<file path="config.mk">
export PLATFORM = sky130hd
export DESIGN_NAME = ddr2_burst_rd
export DESIGN_NICKNAME = d
export VERILOG_FILES = /design/src/rtl/ddr2_burst_rd_pkg.sv /design/src/rtl/ddr2_burst_rd_decode.sv /design/src/rtl/ddr2_burst_rd_timer.sv /design/src/rtl/ddr2_burst_rd_addr.sv /design/src/rtl/ddr2_burst_rd_store.sv /design/src/rtl/ddr2_burst_rd.sv
export SDC_FILE = /design/constraint.sdc
export NUM_CORES = 1
export LEC_CHECK = 0
export BUFFER_PORTS_ARGS = -buffer_cell sky130_fd_sc_hd__buf_2
export CORE_ASPECT_RATIO = 1.75
export CORE_MARGIN = 4
export CORE_UTILIZATION = 60
export DETAILED_ROUTE_END_ITERATION = 16
export GPL_TIMING_DRIVEN = 0
export PLACE_DENSITY = 0.79
export SLEW_MARGIN = 20
export SYNTH_ARGS = -nofsm -noshare
export SYNTH_HDL_FRONTEND = slang
export SYNTH_HIERARCHICAL = 1
export SYNTH_SLANG_ARGS = --single-unit
</file>
<file path="constraint.sdc">
create_clock -name clk -period 4.38 [get_ports clk]
set_clock_uncertainty 0.1 [all_clocks]
set_input_delay 0.219 -clock clk [delete_from_list [all_inputs] [get_ports clk]]
set_output_delay 0.219 -clock clk [all_outputs]
set_load 0.02 [all_outputs]
</file>
<file path="src/rtl/ddr2_burst_rd_pkg.sv">
package ddr2_burst_rd_pkg;

   typedef enum logic [1:0] {
      PH_IDLE = 2'd0,
      PH_WAIT = 2'd1,
      PH_PRE  = 2'd2,
      PH_DATA = 2'd3
   } rd_phase_e;

   localparam int LANES = 2;

   function automatic int clamp_i(input int v, input int lo, input int hi);
      if (v < lo) return lo;
      if (v > hi) return hi;
      return v;
   endfunction

endpackage

</file>
<file path="src/rtl/ddr2_burst_rd_decode.sv">
module ddr2_burst_rd_decode
   import ddr2_burst_rd_pkg::*;
#(
   parameter int CFG_W  = 3,
   parameter int CNT_W  = 5,
   parameter int CL_MIN = 3,
   parameter int CL_MAX = 6,
   parameter int AL_MAX = 4
) (
   input  logic             sel_n,
   input  logic             row_n,
   input  logic             col_n,
   input  logic             wr_n,
   input  logic [CFG_W-1:0] cfg_cl,
   input  logic [CFG_W-1:0] cfg_al,
   output logic             rd_hit,
   output logic [CNT_W-1:0] rl_eff
);

   logic [CNT_W-1:0] cl_eff;
   logic [CNT_W-1:0] al_eff;

   assign rd_hit = !sel_n && row_n && !col_n && wr_n;

   assign cl_eff = CNT_W'(clamp_i(int'(cfg_cl), CL_MIN, CL_MAX));
   assign al_eff = CNT_W'(clamp_i(int'(cfg_al), 0, AL_MAX));
   assign rl_eff = cl_eff + al_eff;

endmodule

</file>
<file path="src/rtl/ddr2_burst_rd_timer.sv">
module ddr2_burst_rd_timer
   import ddr2_burst_rd_pkg::*;
#(
   parameter int CNT_W = 5,
   parameter int COL_W = 4
) (
   input  logic             clk,
   input  logic             rst_n,
   input  logic             rd_hit,
   input  logic [CNT_W-1:0] rl_in,
   input  logic             bl8_in,
   input  logic [COL_W-1:0] col_in,
   output rd_phase_e        phase,
   output logic [1:0]       beat_k,
   output logic [COL_W-1:0] col_q,
   output logic             bl8_q,
   output logic             err_q
);

   logic             active_q;
   logic [CNT_W-1:0] cnt_q;
   logic [CNT_W-1:0] rl_q;
   logic [1:0]       beat_q;
   logic [CNT_W-1:0] nclk;
   logic [CNT_W-1:0] last_cnt;
   logic             at_last;
   logic             busy;
   logic             accept;

   assign nclk     = bl8_q ? CNT_W'(4) : CNT_W'(2);
   assign last_cnt = rl_q + nclk - CNT_W'(1);
   assign at_last  = active_q && (cnt_q == last_cnt);
   assign busy     = active_q && !at_last;
   assign accept   = rd_hit && !busy;

   always_comb begin
      if (!active_q)                         phase = PH_IDLE;
      else if (cnt_q == rl_q - CNT_W'(1))    phase = PH_PRE;
      else if (cnt_q >= rl_q)                phase = PH_DATA;
      else                                   phase = PH_WAIT;
   end

   always_ff @(posedge clk or negedge rst_n) begin
      if (!rst_n) begin
         active_q <= 1'b0;
         cnt_q    <= '0;
         rl_q     <= '0;
         beat_q   <= '0;
         bl8_q    <= 1'b0;
         col_q    <= '0;
         err_q    <= 1'b0;
      end else begin
         if (accept) begin
            active_q <= 1'b1;
            cnt_q    <= '0;
            beat_q   <= '0;
            rl_q     <= rl_in;
            bl8_q    <= bl8_in;
            col_q    <= col_in;
         end else if (at_last) begin
            active_q <= 1'b0;
            cnt_q    <= '0;
            beat_q   <= '0;
         end else if (active_q) begin
            cnt_q <= cnt_q + CNT_W'(1);
            if (phase == PH_DATA) beat_q <= beat_q + 2'd1;
         end
         if (rd_hit && busy) err_q <= 1'b1;
      end
   end

   assign beat_k = beat_q;

endmodule

</file>
<file path="src/rtl/ddr2_burst_rd_addr.sv">
module ddr2_burst_rd_addr
   import ddr2_burst_rd_pkg::*;
#(
   parameter int COL_W = 4
) (
   input  logic [COL_W-1:0]            col,
   input  logic                        bl8,
   input  logic [1:0]                  beat_k,
   output logic [LANES-1:0][COL_W-1:0] addr
);

   for (genvar g = 0; g < LANES; g++) begin : g_lane
      logic [2:0] j;
      logic [2:0] off8;
      logic [1:0] off4;
      assign j    = {beat_k, 1'(g)};
      assign off8 = col[2:0] + j;
      assign off4 = col[1:0] + j[1:0];
      assign addr[g] = bl8 ? {col[COL_W-1:3], off8} : {col[COL_W-1:2], off4};
   end

endmodule

</file>
<file path="src/rtl/ddr2_burst_rd_store.sv">
module ddr2_burst_rd_store
   import ddr2_burst_rd_pkg::*;
#(
   parameter int COL_W = 4,
   parameter int DQ_W  = 8
) (
   input  logic                        clk,
   input  logic                        wr_en,
   input  logic [COL_W-1:0]            wr_addr,
   input  logic [DQ_W-1:0]             wr_data,
   input  logic [LANES-1:0][COL_W-1:0] rd_addr,
   output logic [LANES-1:0][DQ_W-1:0]  rd_data
);

   localparam int DEPTH = 1 << COL_W;

   logic [DQ_W-1:0] mem_q [DEPTH];

   always_ff @(posedge clk) begin
      if (wr_en) mem_q[wr_addr] <= wr_data;
   end

   for (genvar g = 0; g < LANES; g++) begin : g_port
      assign rd_data[g] = mem_q[rd_addr[g]];
   end

endmodule

</file>
<file path="src/rtl/ddr2_burst_rd.sv">
module ddr2_burst_rd
   import ddr2_burst_rd_pkg::*;
#(
   parameter int COL_W     = 4,
   parameter int DQ_W      = 8,
   parameter int CFG_W     = 3,
   parameter int CL_MIN    = 3,
   parameter int CL_MAX    = 6,
   parameter int AL_MAX    = 4,
   parameter bit QUIET_BUS = 1'b1
) (
   input  logic             clk,
   input  logic             rst_n,
   input  logic             cmd_sel_n,
   input  logic             cmd_row_n,
   input  logic             cmd_col_n,
   input  logic             cmd_wr_n,
   input  logic [COL_W-1:0] cmd_addr,
   input  logic [CFG_W-1:0] cfg_cl,
   input  logic [CFG_W-1:0] cfg_al,
   input  logic             cfg_bl8,
   input  logic             ld_en,
   input  logic [COL_W-1:0] ld_addr,
   input  logic [DQ_W-1:0]  ld_data,
   output logic             dqs_oe,
   output logic             dqs_hi,
   output logic [DQ_W-1:0]  dq_rise,
   output logic [DQ_W-1:0]  dq_fall,
   output logic             dq_valid,
   output logic             rd_err
);

   localparam int CNT_W = $clog2(CL_MAX + AL_MAX + 4 + 1) + 1;

   if (COL_W < 4) begin : g_bad_col
      $error("COL_W must be at least 4");
   end
   if (CL_MIN < 2 || CL_MAX < CL_MIN) begin : g_bad_cl
      $error("CAS latency range is invalid");
   end
   if (AL_MAX < 0 || ((1 << CFG_W) - 1) < CL_MAX) begin : g_bad_cfg
      $error("configuration field too narrow or AL_MAX negative");
   end

   logic                        rd_hit;
   logic [CNT_W-1:0]            rl_eff;
   rd_phase_e                   phase;
   logic [1:0]                  beat_k;
   logic [COL_W-1:0]            col_q;
   logic                        bl8_q;
   logic [LANES-1:0][COL_W-1:0] rd_addr;
   logic [LANES-1:0][DQ_W-1:0]  rd_word;
   logic                        in_data;

   ddr2_burst_rd_decode #(
      .CFG_W(CFG_W), .CNT_W(CNT_W),
      .CL_MIN(CL_MIN), .CL_MAX(CL_MAX), .AL_MAX(AL_MAX)
   ) u_decode (
      .sel_n (cmd_sel_n),
      .row_n (cmd_row_n),
      .col_n (cmd_col_n),
      .wr_n  (cmd_wr_n),
      .cfg_cl(cfg_cl),
      .cfg_al(cfg_al),
      .rd_hit(rd_hit),
      .rl_eff(rl_eff)
   );

   ddr2_burst_rd_timer #(.CNT_W(CNT_W), .COL_W(COL_W)) u_timer (
      .clk   (clk),
      .rst_n (rst_n),
      .rd_hit(rd_hit),
      .rl_in (rl_eff),
      .bl8_in(cfg_bl8),
      .col_in(cmd_addr),
      .phase (phase),
      .beat_k(beat_k),
      .col_q (col_q),
      .bl8_q (bl8_q),
      .err_q (rd_err)
   );

   ddr2_burst_rd_addr #(.COL_W(COL_W)) u_addr (
      .col   (col_q),
      .bl8   (bl8_q),
      .beat_k(beat_k),
      .addr  (rd_addr)
   );

   ddr2_burst_rd_store #(.COL_W(COL_W), .DQ_W(DQ_W)) u_store (
      .clk    (clk),
      .wr_en  (ld_en),
      .wr_addr(ld_addr),
      .wr_data(ld_data),
      .rd_addr(rd_addr),
      .rd_data(rd_word)
   );

   assign in_data  = (phase == PH_DATA);
   assign dqs_oe   = (phase == PH_PRE) || in_data;
   assign dqs_hi   = in_data;
   assign dq_valid = in_data;

   if (QUIET_BUS) begin : g_quiet
      assign dq_rise = in_data ? rd_word[0] : '0;
      assign dq_fall = in_data ? rd_word[1] : '0;
   end else begin : g_raw
      assign dq_rise = rd_word[0];
      assign dq_fall = rd_word[1];
   end

endmodule

</file>
==> metrics <==
area share of the largest cell type after synthesis 0.496; Slew HR 0.313; Synth Register Bits 147; Clock Latency Late Sink 0.41 ns; largest net degree at the start of global routing 20; top-count cell post-synth edfxtp_1; CP arrival 3.21 ns; largest family of logic cells by synthesized area multiplexers; final setup vio count 0; dpl ws 1.33 ns; Worst path slowest cell fa_1; status complete, no violations; I/O pins 50; crit-path most repeated cell buf_2; Cell variety after synth 51; crit-path cells fa_1, clkbuf_1, buf_2, mux4_1, a22oi_1, nand2_1, and3_1, buf_2; Clock Tree Root clkbuf_16; # nets final 587; Mapped Nets 513; Final ANT Viol Nets 0; first-pass GRT wire length 27900 um; Num CTS Buffers 17; CP Data Required Time 4.06 ns; Post-CTS Hold Fix Bufs 6; Synth Area in Adders 0.0336; Vias 4748; RSZ-0062 raised after global routing false; Worst Hold End u_store/mem_q[6][6]; DRC Markers 0; Worst Hold Class primary input to flop; Slew Viols, Final 0; Clock Path Buffers 2; Overflow after GRT 0; total power 6.79 mW; cell area power density 767 mW/mm2; # resized after CTS 0; vias in the first global route 4950; Tmin final 3.53 ns; synth top area cells edfxtp_1 (50%), mux4_2 (9.9%), mux4_1 (9.5%), dfrtp_1 (6.1%), a22oi_1 (3.2%); worst r2r path cells 9; measured slew at the worst slew-check pin 1.03 ns; Routability Congestion 0.950; Max-cap violations 0; Max rail drop VDD 0.403 mV; CP endpoint kind output port; clk slew on worst S/H paths 0.06 ns; die area 0.0149 mm2; Yosys warning total 6; WL/cell 25.7 um; gr usage total 0.263; layout cell share with drive strength beyond 1 0.311; Post CTS Setup Buffer Count 0; Post-synth top cells edfxtp_1 (128), mux4_2 (34), a22oi_1 (33); register area share after synthesis 0.557; Final TNS setup 0 ns; Yosys top cell by area edfxtp_1; worst hold slack 0.0894 ns; critical path fanouts, max 10; Synth Area in Simple Gates 0.0667; row count 54; clk sinks 147; CTS H-tree lvls 4; Reg-to-Reg End u_timer/col_q[2]; Avg Synthesized Cell Area 16.7 um2; leakage 3.39 nW; Area Overhead vs Synth 14.1%; R2R Setup Slk 1.46 ns; EDFF count, synth 128; critical path class flop to output port; mux share of post-synthesis cell area 0.221; via/cell ratio 6.62; CTS tree yes; FF-to-FF Start u_timer/bl8_q; Mapped Area 0.00775 mm2; Starting Density 0.616; Fmax 283 MHz; Total Wirelength 18400 um; Chip Height 158 um; fraction of registers with async set/reset 0.129; n_diodes 0; Worst Hold Launch ld_data[6]; period utilization 0.805; CP bufs+invs 3; drt pass-1 iters 5; CP peak stage delay 0.56 ns; Post-Syn Instances 464; Core Box Area 0.0126 mm2; compound-gate portion of the synthesized area 0.0512; crit path launch type flop; antenna violations before repair 0; XOR/XNOR Fraction of Synth Area 0.0226; Fin. Hold Viols 0; Die W 93.9 um; Main synth FF type edfxtp_1; 1st-iter DRT viols 509; Setup WS post-layout 0.852 ns; IO Port Bufs 49; Final HPWL DP 13000 um; cell family with most CP delay buffers and inverters; Hold Path Stages 1
## layout make-up
type                       instances  area (um2)
inverter                          21        78.8
tap                              168         210
multi-input combinational        262        3080
clock inverter                    12         131
buffer                            34         285
clock buffer                      18         429
fill                             800        3720
timing repair buffer              55         305
sequential                       147        4320
## placed cells by master (no fill, tap or decap), types with 4 or more instances in the layout
master and count:
buf_2 56, nand3_1 5, dlygate4sd3_1 6, nand2_1 26, o21ai_0 7, ha_1 16
xnor2_1 10, nand2b_1 4, dfrtp_1 19, a22oi_1 33, nor2_1 15, mux2_4 10
nor3_2 4, inv_1 21, mux4_1 28, buf_6 7, xor2_1 10, and3_1 9
mux4_2 34, buf_4 8, clkbuf_16 17, clkdlybuf4s25_2 6, clkbuf_1 6, and2_1 5
edfxtp_1 128, and3_2 8
## state kept, by name (all words and copies together), names as in the netlist
register	cells
u_timer/active_q	1
u_store/mem_q	128
u_timer/bl8_q	1
u_timer/rl_q	5
u_timer/err_q	1
u_timer/cnt_q	5
u_timer/beat_k	2
u_timer/col_q	4
## per-stage QoR
stage	util	instance area (um2)	cells
after floorplan	-	7750	464
after global placement	0.653	8200	681
after CTS	0.704	8840	717
final	0.704	8840	717
after detailed placement	0.654	8220	681
after global routing	0.704	8840	717
## worst max path at each step
stage	cells after the start	startpoint	end	slack, ns
3_5_place_dp	8	u_timer/beat_k[0]	dq_fall[1]	1.33
2_1_floorplan	9	u_timer/bl8_q	u_timer/bl8_q	1.74
5_1_grt	9	u_timer/beat_k[0]	dq_fall[3]	0.67
6_report	8	u_timer/beat_k[0]	dq_fall[1]	0.85
4_1_cts	8	u_timer/beat_k[0]	dq_fall[1]	0.86
3_3_place_gp	8	u_timer/beat_k[0]	dq_fall[1]	1.37
## power by group
| part | switching (mW) | internal, mW |
|---|---|---|
| registers | 0.132 | 1.64 |
| clock network | 0.547 | 0.833 |
| logic | 1.98 | 1.66 |
## per-layer routing
metal,vias up,global-route usage,wire length [um]
li1,2014,-,-
met1,2415,0.310,6520
met2,258,0.460,10000
met3,61,0.0383,933
met4,0,0.149,955
met5,-,0,0
## kinds of logic (layout without fill, tap and decap cells)
logic type | after synthesis | count (layout)
DFF | 147 | 147
and+or+nand+nor | 93 | 93
muxes | 75 | 75
buffers and inverters | 55 | 140
AOI/OAI and AO/OA | 54 | 54
xor gates and xnor gates | 20 | 20
adders and majority gates | 19 | 19
other | 1 | 1
Note: power is estimated with default switching activity, not from simulation.
